`src/rtl/rxw_pkg.sv`:
```
package rxw_pkg;
  typedef enum logic [2:0] {
    ST_IDLE,
    ST_FETCH,
    ST_DATA,
    ST_SKIP,
    ST_FIN
  } rxw_state_e;

  localparam int unsigned DESC_BYTES = 32;
  localparam int unsigned CRC_BYTES  = 4;
  localparam int unsigned MIN_FRAME  = 12;
  localparam int unsigned OWN_BIT    = 31;
  localparam int unsigned WRAP_BIT   = 15;
  localparam logic [31:0] WB_FLAGS   = 32'h0000_0300;
endpackage

```
`src/rtl/rxw_classify.sv`:
```
module rxw_classify #(
  parameter int LEN_W = 14
) (
  input  logic             clk,
  input  logic             rst,
  input  logic             clr,
  input  logic             beat,
  input  logic [LEN_W-1:0] idx,
  input  logic [7:0]       data,
  output logic             is_bcast,
  output logic             is_mcast
);
  localparam int DA_BYTES = 6;

  logic first_lsb;
  logic all_ones;

  always_ff @(posedge clk) begin
    if (rst || clr) begin
      first_lsb <= 1'b0;
      all_ones  <= 1'b1;
    end else if (beat) begin
      if (idx == '0) first_lsb <= data[0];
      if (idx < LEN_W'(DA_BYTES) && data != 8'hFF) all_ones <= 1'b0;
    end
  end

  assign is_bcast = all_ones;
  assign is_mcast = first_lsb && !all_ones;
endmodule

```
`src/rtl/rxw_stats.sv`:
```
module rxw_stats
  import rxw_pkg::*;
#(
  parameter int CNT_W = 64,
  parameter int LEN_W = 14
) (
  input  logic             clk,
  input  logic             rst,
  input  logic             upd,
  input  logic [LEN_W:0]   add_bytes,
  input  logic             bcast,
  input  logic             mcast,
  output logic [CNT_W-1:0] cnt_bytes,
  output logic [CNT_W-1:0] cnt_frames,
  output logic [CNT_W-1:0] cnt_bcast,
  output logic [CNT_W-1:0] cnt_mcast
);
  localparam int unsigned MIN_ADD = MIN_FRAME + CRC_BYTES;

  always_ff @(posedge clk) begin
    if (rst) begin
      cnt_bytes  <= '0;
      cnt_frames <= '0;
      cnt_bcast  <= '0;
      cnt_mcast  <= '0;
    end else if (upd) begin
      cnt_bytes  <= cnt_bytes + CNT_W'(add_bytes);
      cnt_frames <= cnt_frames + 1'b1;
      if (bcast) cnt_bcast <= cnt_bcast + 1'b1;
      if (mcast) cnt_mcast <= cnt_mcast + 1'b1;
    end
  end


  frames_step_chk: assert property (@(posedge clk) disable iff (rst)
    (cnt_frames != $past(cnt_frames)) |-> (cnt_frames == $past(cnt_frames) + 1'b1));


  bytes_min_chk: assert property (@(posedge clk) disable iff (rst)
    (cnt_frames != $past(cnt_frames)) |-> ((cnt_bytes - $past(cnt_bytes)) >= CNT_W'(MIN_ADD)));


  class_excl_chk: assert property (@(posedge clk) disable iff (rst)
    (cnt_bcast != $past(cnt_bcast)) |-> (cnt_mcast == $past(cnt_mcast)));
endmodule

```
`src/rtl/rx_ring_writer.sv`:
```
module rx_ring_writer
  import rxw_pkg::*;
#(
  parameter int ADDR_W = 32,
  parameter int LEN_W  = 14,
  parameter int CNT_W  = 64
) (
  input  logic              clk,
  input  logic              rst,
  input  logic              rx_en,
  input  logic [ADDR_W-1:0] ring_base,
  input  logic              ring_base_load,
  input  logic              s_valid,
  input  logic [7:0]        s_data,
  input  logic              s_last,
  output logic              s_ready,
  output logic              mem_en,
  output logic              mem_we,
  output logic [3:0]        mem_be,
  output logic [ADDR_W-1:0] mem_addr,
  output logic [31:0]       mem_wdata,
  input  logic [31:0]       mem_rdata,
  output logic              st_ri,
  output logic              st_nis,
  output logic              st_ru,
  output logic              st_ais,
  output logic [CNT_W-1:0]  cnt_bytes,
  output logic [CNT_W-1:0]  cnt_frames,
  output logic [CNT_W-1:0]  cnt_bcast,
  output logic [CNT_W-1:0]  cnt_mcast
);
  localparam int FETCH_WORDS = 3;
  localparam int FETCH_LAST  = FETCH_WORDS + 1;

  rxw_state_e        state;
  logic [2:0]        fcnt;
  logic [ADDR_W-1:0] ptr_q;
  logic [ADDR_W-1:0] buf_q;
  logic              own_q;
  logic              wrap_q;
  logic [LEN_W-1:0]  idx;
  logic [LEN_W-1:0]  len_q;
  logic [31:0]       acc;
  logic [31:0]       acc_n;
  logic [3:0]        lane_be;
  logic [LEN_W:0]    wb_len;
  logic              beat;
  logic              short_f;
  logic              store_ok;
  logic              is_bcast;
  logic              is_mcast;

  assign s_ready  = (state == ST_DATA) || (state == ST_SKIP);
  assign beat     = s_valid && s_ready;
  assign wb_len   = {1'b0, len_q} + (LEN_W+1)'(CRC_BYTES);
  assign short_f  = len_q < LEN_W'(MIN_FRAME);
  assign store_ok = (state == ST_FIN) && !short_f && own_q;

  always_comb begin
    acc_n = acc;
    acc_n[8*idx[1:0] +: 8] = s_data;
    case (idx[1:0])
      2'd0:    lane_be = 4'b0001;
      2'd1:    lane_be = 4'b0011;
      2'd2:    lane_be = 4'b0111;
      default: lane_be = 4'b1111;
    endcase
  end

  rxw_classify #(.LEN_W(LEN_W)) u_class (
    .clk      (clk),
    .rst      (rst),
    .clr      (state == ST_IDLE),
    .beat     (beat && (state == ST_DATA)),
    .idx      (idx),
    .data     (s_data),
    .is_bcast (is_bcast),
    .is_mcast (is_mcast)
  );

  rxw_stats #(.CNT_W(CNT_W), .LEN_W(LEN_W)) u_stats (
    .clk        (clk),
    .rst        (rst),
    .upd        (store_ok),
    .add_bytes  (wb_len),
    .bcast      (is_bcast),
    .mcast      (is_mcast),
    .cnt_bytes  (cnt_bytes),
    .cnt_frames (cnt_frames),
    .cnt_bcast  (cnt_bcast),
    .cnt_mcast  (cnt_mcast)
  );

  always_ff @(posedge clk) begin
    if (rst) begin
      state     <= ST_IDLE;
      fcnt      <= '0;
      ptr_q     <= '0;
      buf_q     <= '0;
      own_q     <= 1'b0;
      wrap_q    <= 1'b0;
      idx       <= '0;
      len_q     <= '0;
      acc       <= '0;
      mem_en    <= 1'b0;
      mem_we    <= 1'b0;
      mem_be    <= '0;
      mem_addr  <= '0;
      mem_wdata <= '0;
      st_ri     <= 1'b0;
      st_nis    <= 1'b0;
      st_ru     <= 1'b0;
      st_ais    <= 1'b0;
    end else begin
      mem_en <= 1'b0;
      mem_we <= 1'b0;
      st_ri  <= 1'b0;
      st_nis <= 1'b0;
      st_ru  <= 1'b0;
      st_ais <= 1'b0;
      if (ring_base_load) ptr_q <= ring_base;
      case (state)
        ST_IDLE: begin
          if (s_valid) begin
            fcnt  <= '0;
            state <= rx_en ? ST_FETCH : ST_SKIP;
          end
        end
        ST_FETCH: begin
          fcnt <= fcnt + 1'b1;
          if (fcnt < 3'(FETCH_WORDS)) begin
            mem_en   <= 1'b1;
            mem_addr <= ptr_q + (ADDR_W'(fcnt) << 2);
          end
          if (fcnt == 3'd2) own_q  <= mem_rdata[OWN_BIT];
          if (fcnt == 3'd3) wrap_q <= mem_rdata[WRAP_BIT];
          if (fcnt == 3'(FETCH_LAST)) begin
            buf_q <= mem_rdata[ADDR_W-1:0];
            idx   <= '0;
            acc   <= '0;
            state <= ST_DATA;
          end
        end
        ST_DATA: begin
          if (beat) begin
            acc <= acc_n;
            idx <= idx + 1'b1;
            if (own_q && (idx[1:0] == 2'd3 || s_last)) begin
              mem_en    <= 1'b1;
              mem_we    <= 1'b1;
              mem_be    <= lane_be;
              mem_addr  <= buf_q + ADDR_W'({idx[LEN_W-1:2], 2'b00});
              mem_wdata <= acc_n;
            end
            if (s_last) begin
              len_q <= idx + 1'b1;
              state <= ST_FIN;
            end
          end
        end
        ST_SKIP: begin
          if (beat && s_last) state <= ST_IDLE;
        end
        ST_FIN: begin
          state <= ST_IDLE;
          if (short_f) begin
            st_ri  <= 1'b1;
            st_nis <= 1'b1;
          end else if (!own_q) begin
            st_ru  <= 1'b1;
            st_ais <= 1'b1;
          end else begin
            mem_en    <= 1'b1;
            mem_we    <= 1'b1;
            mem_be    <= 4'hF;
            mem_addr  <= ptr_q;
            mem_wdata <= (32'(wb_len) << 16) | WB_FLAGS;
            ptr_q     <= wrap_q ? ring_base : ptr_q + ADDR_W'(DESC_BYTES);
            st_ri     <= 1'b1;
            st_nis    <= 1'b1;
          end
        end
        default: state <= ST_IDLE;
      endcase
    end
  end


  ru_pair_chk: assert property (@(posedge clk) disable iff (rst)
    st_ru |-> (st_ais && !st_ri && !st_nis));


  ri_pair_chk: assert property (@(posedge clk) disable iff (rst)
    st_ri |-> (st_nis && !st_ais));


  ptr_step_chk: assert property (@(posedge clk) disable iff (rst)
    ((ptr_q != $past(ptr_q)) && !$past(ring_base_load)) |->
      ((ptr_q == $past(ptr_q) + ADDR_W'(DESC_BYTES)) || (ptr_q == $past(ring_base))));


  no_read_ready_chk: assert property (@(posedge clk) disable iff (rst)
    (mem_en && !mem_we) |-> !s_ready);
endmodule

```
`config.mk`:
```
export PLATFORM = sky130hd
export DESIGN_NAME = rx_ring_writer
export DESIGN_NICKNAME = d
export VERILOG_FILES = /design/src/rtl/rxw_pkg.sv /design/src/rtl/rxw_classify.sv /design/src/rtl/rxw_stats.sv /design/src/rtl/rx_ring_writer.sv
export SDC_FILE = /design/constraint.sdc
export NUM_CORES = 1
export LEC_CHECK = 0
export BUFFER_PORTS_ARGS = -buffer_cell sky130_fd_sc_hd__buf_2
export CORE_MARGIN = 5
export CORE_UTILIZATION = 53
export DETAILED_ROUTE_END_ITERATION = 8
export PLACE_DENSITY = 0.88
export SYNTH_ARGS = -nofsm -noshare
export SYNTH_HDL_FRONTEND = slang
export SYNTH_SLANG_ARGS = --single-unit
```
`constraint.sdc`:
```
create_clock -name clk -period 4.3 [get_ports clk]
set_clock_uncertainty 0.05 [all_clocks]
set_input_delay 0.645 -clock clk [delete_from_list [all_inputs] [get_ports clk]]
set_output_delay 0.645 -clock clk [all_outputs]
set_load 0.01 [all_outputs]
```
==> impl_metrics.csv <==
group,metric,value,unit
outcome,status,"complete, no violations",
pwr,leakagePower,11.0,nW
final_layout,syn2layout_area_growth,18.1,%
detailed_routing,drt-total-wl,70.1,mm
setup_path,crit_fanout,10,
pwr,switching_share,0.235,
timing,fin_crit_sh,0.883,
global_route,grt_pass1_wl,110,mm
detailed_routing,drtAntennaViolNets,0,
setup_path,end_kind,"flip-flop",
setup_path,path_class,"reg2reg",
pwr,seqPwrFrac,0.464,
yosys,synth_warnings,0,
yosys,synth_common_cells,"dfxtp_1 (462), nor2_1 (442), nand2_1 (255)",
pwr,power_frac_clock,0.475,
timing,timing.final.hold_violations,0,
final_layout,fin_nets,3272,
floorplan,rows,76,
final_layout,fillers,3514,
setup_path,critPathTopFamily,"compound AO/OA/AOI/OAI gates",
clock_network,post_cts.repair.setup_buffers,0,
yosys,synth-seq-cells,462,
yosys,synthXorXnorAreaFrac,0.108,
detailed_routing,wl_per_cell,18.6,um
clock_network,clk_latency,0.60,ns
setup_path,cp_num_buf_inv,0,
yosys,synth_area_leaders,"dfxtp_1 (40%), nor2_1 (7.2%), xor2_1 (5.8%), xnor2_1 (5.0%), nand2_1 (4.1%)",
setup_path,start_kind,"flip-flop",
floorplan,io_pins,409,
timing,fmax,263,MHz
clock_network,cts_num_sinks,462,
setup_path,slowest_stage,"a2111oi_4",
clock_network,htreeDepth,2,
yosys,synth_cell_type_count,77,
clock_network,clockRootBuffer,"clkbuf_16",
yosys,netlist_instances,2819,
detailed_routing,drt_iter0_markers,2759,
setup_path,crit_chain,"ha_1, nand3_1, xnor2_1, ha_1, and3_1, nand3_1, o21ai_0, o21ai_0, a2111oi_4, a41oi_1, o21a_1",
floorplan,core_area,0.0431,mm^2
timing,setup_viol_count_final,0,
clock_network,hold_buffers,0,
pwr,share_comb_of_total_power,0.061,
timing,relSlewSlack,0.304,
floorplan,die_h,219,um
yosys,yosysMostFrequentCell,"dfxtp_1",
yosys,synthesis.area,0.0231,mm^2
yosys,synthAdderAreaFrac,0.0270,
global_route,grt_pass1_vias,20200,
flow_run,cap_violations,0,
timing,setup_tns,0,ns
floorplan,initial_core_util,0.536,
yosys,yosys-mux-area-fraction,0.0197,
pwr,power.density,350,mW/mm^2
placed_design,io_buffers,408,
setup_path,worstPathArrival,4.23,ns
detailed_routing,drc,0,
global_route,grt_use_total,0.278,
detailed_routing,firstDrtPassIters,5,
placed_design,place_congestion,0.927,
timing,layout_min_cycle_time,3.80,ns
detailed_routing,vias,22300,
global_route,antenna_found_initial,3,
setup_path,required,4.73,ns
yosys,synth_top_family_by_area,"simple AND/OR/NAND/NOR gates",
clock_network,cts_tree,"done",
floorplan,dieArea,0.0478,mm^2
clock_network,cts_buffers,49,
pwr,power,9.53,mW
timing,tightest_slew,1.04,ns
yosys,synth-compound-area-share,0.146,
floorplan,die_w,219,um
clock_network,clk_pin_slew,0.06,ns
yosys,synth-simple-area-share,0.259,
pwr,p_int,7.29,mW
final_layout,drive_gt1_frac,0.180,
yosys,ys_async_sr_fraction,0,
global_route,grt_start_max_net_pins,143,
timing,rsz0062_at_grt,"no",
detailed_routing,viasPerCell,5.92,
yosys,synth_top_area_cell,"dfxtp_1",
yosys,syn_area_per_cell,8.19,um^2
yosys,syn-num-nets,2945,
final_layout,final_core_util,0.633,
min_path,hp-class,"in2reg",
yosys,synth_top_area_frac,0.401,
yosys,synthFlopType,"dfxtp_1",
pwr,power_switching,2.24,mW
placed_design,dp.final_hpwl,49.8,mm
yosys,synth_edf_count,0,
setup_path,slowest_delay,0.73,ns
clock_network,cts.repair.resized,0,
pwr,peakVddDrop,0.286,mV
timing,slew_violations,0,
clock_network,cts_buffer_depth,3,
yosys,ys_seq_area_frac,0.401,
global_route,grt_overflow_total,0,
routing by layer:
layer | routed length (um) | GRT usage | share of wire | vias up
met4 | 3450 | 0.122 | 0.049 | 2
met2 | 31700 | 0.445 | 0.45 | 1046
met1 | 28100 | 0.358 | 0.40 | 10400
met5 | 13 | 0 | 0.00019 | -
li1 | - | - | - | 10600
met3 | 6790 | 0.0702 | 0.097 | 185
registers in the layout, indices dropped and copies added (netlist names), 3 cells and up:
| signal | flops |
|---|---|
| acc | 32 |
| buf_q | 32 |
| fcnt | 3 |
| idx | 14 |
| len_q | 14 |
| mem_addr | 32 |
| mem_be | 4 |
| mem_wdata | 32 |
| ptr_q | 32 |
| state | 3 |
| u_stats.cnt_bcast | 64 |
| u_stats.cnt_bytes | 64 |
| u_stats.cnt_frames | 64 |
| u_stats.cnt_mcast | 64 |
stage by stage:
step                      std cells  worst slack [ns]  instance area, um^2  hold WS, ns
after detailed placement       3680             0.659                25500        0.399
after CTS                      3769             0.656                27200        0.204
final                          3771             0.502                27300        0.234
after global placement         3680             0.786                25500        0.394
after floorplan                2819              1.13                23100        0.387
after global routing           3771             0.300                27300        0.216
kinds of logic (layout without fill, tap and decap cells):
kind of cell,after synthesis,in the layout
AOI/OAI and AO/OA,500,500
xor gates and xnor gates,285,285
and+or+nand+nor,1244,1244
buffers and inverters,236,601
DFF,462,462
muxes,44,44
adders and majority gates,48,48
other,0,2
final timing paths:
check	depth (start not counted)	endpoint	slack, ns	startpoint
min reg2reg	2	buf_q[1]$_SDFFE_PP0P_	0.40	buf_q[1]$_SDFFE_PP0P_
max	11	u_stats.cnt_bytes[55]$_SDFFE_PP0P_	0.50	len_q[2]$_SDFFE_PP0P_
max reg2reg	11	u_stats.cnt_bytes[55]$_SDFFE_PP0P_	0.50	len_q[2]$_SDFFE_PP0P_
min	3	buf_q[30]$_SDFFE_PP0P_	0.23	mem_rdata[30]
cell usage in the layout, fill, tap and decap left out, types with 65 or more instances in the layout:
| master | Yosys | layout |
|---|---|---|
| buf_2 | 16 | 407 |
| nor3_1 | 65 | 65 |
| inv_1 | 71 | 71 |
| nand2_1 | 255 | 255 |
| a21oi_1 | 136 | 136 |
| xnor2_1 | 131 | 131 |
| a211oi_1 | 74 | 74 |
| o21ai_0 | 76 | 76 |
| nand4_1 | 79 | 79 |
| nor2_1 | 442 | 440 |
| xor2_1 | 154 | 154 |
| dfxtp_1 | 462 | 462 |
| nand3_1 | 130 | 130 |
layout make-up:
class | count | area [um^2] | area share
flip-flops and latches | 462 | 9250 | 0.339
repair buffers | 439 | 2300 | 0.0843
diodes | 2 | 5.00 | 0.000184
well taps | 585 | 732 | 0.0269
inverters | 73 | 274 | 0.0101
multi-input cells | 2121 | 13000 | 0.476
clock buffers | 73 | 1480 | 0.0543
clock inverters | 16 | 250 | 0.00918
tightest hold or removal path, stage by stage:
cell and delay (ns):
buf_2 0.09, nand2_1 0.04, a21oi_1 0.05
power groups by stage:
stage / combinational (mW) / clock, mW / sequential, mW
after floorplan: 0.356 / 0 / 4.51
after global placement: 0.555 / 0 / 4.52
after detailed placement: 0.562 / 0 / 4.52
after CTS: 0.567 / 4.57 / 4.42
after global routing: 0.630 / 4.78 / 4.43
final: 0.577 / 4.53 / 4.43
(Power assumes the default switching activity.)
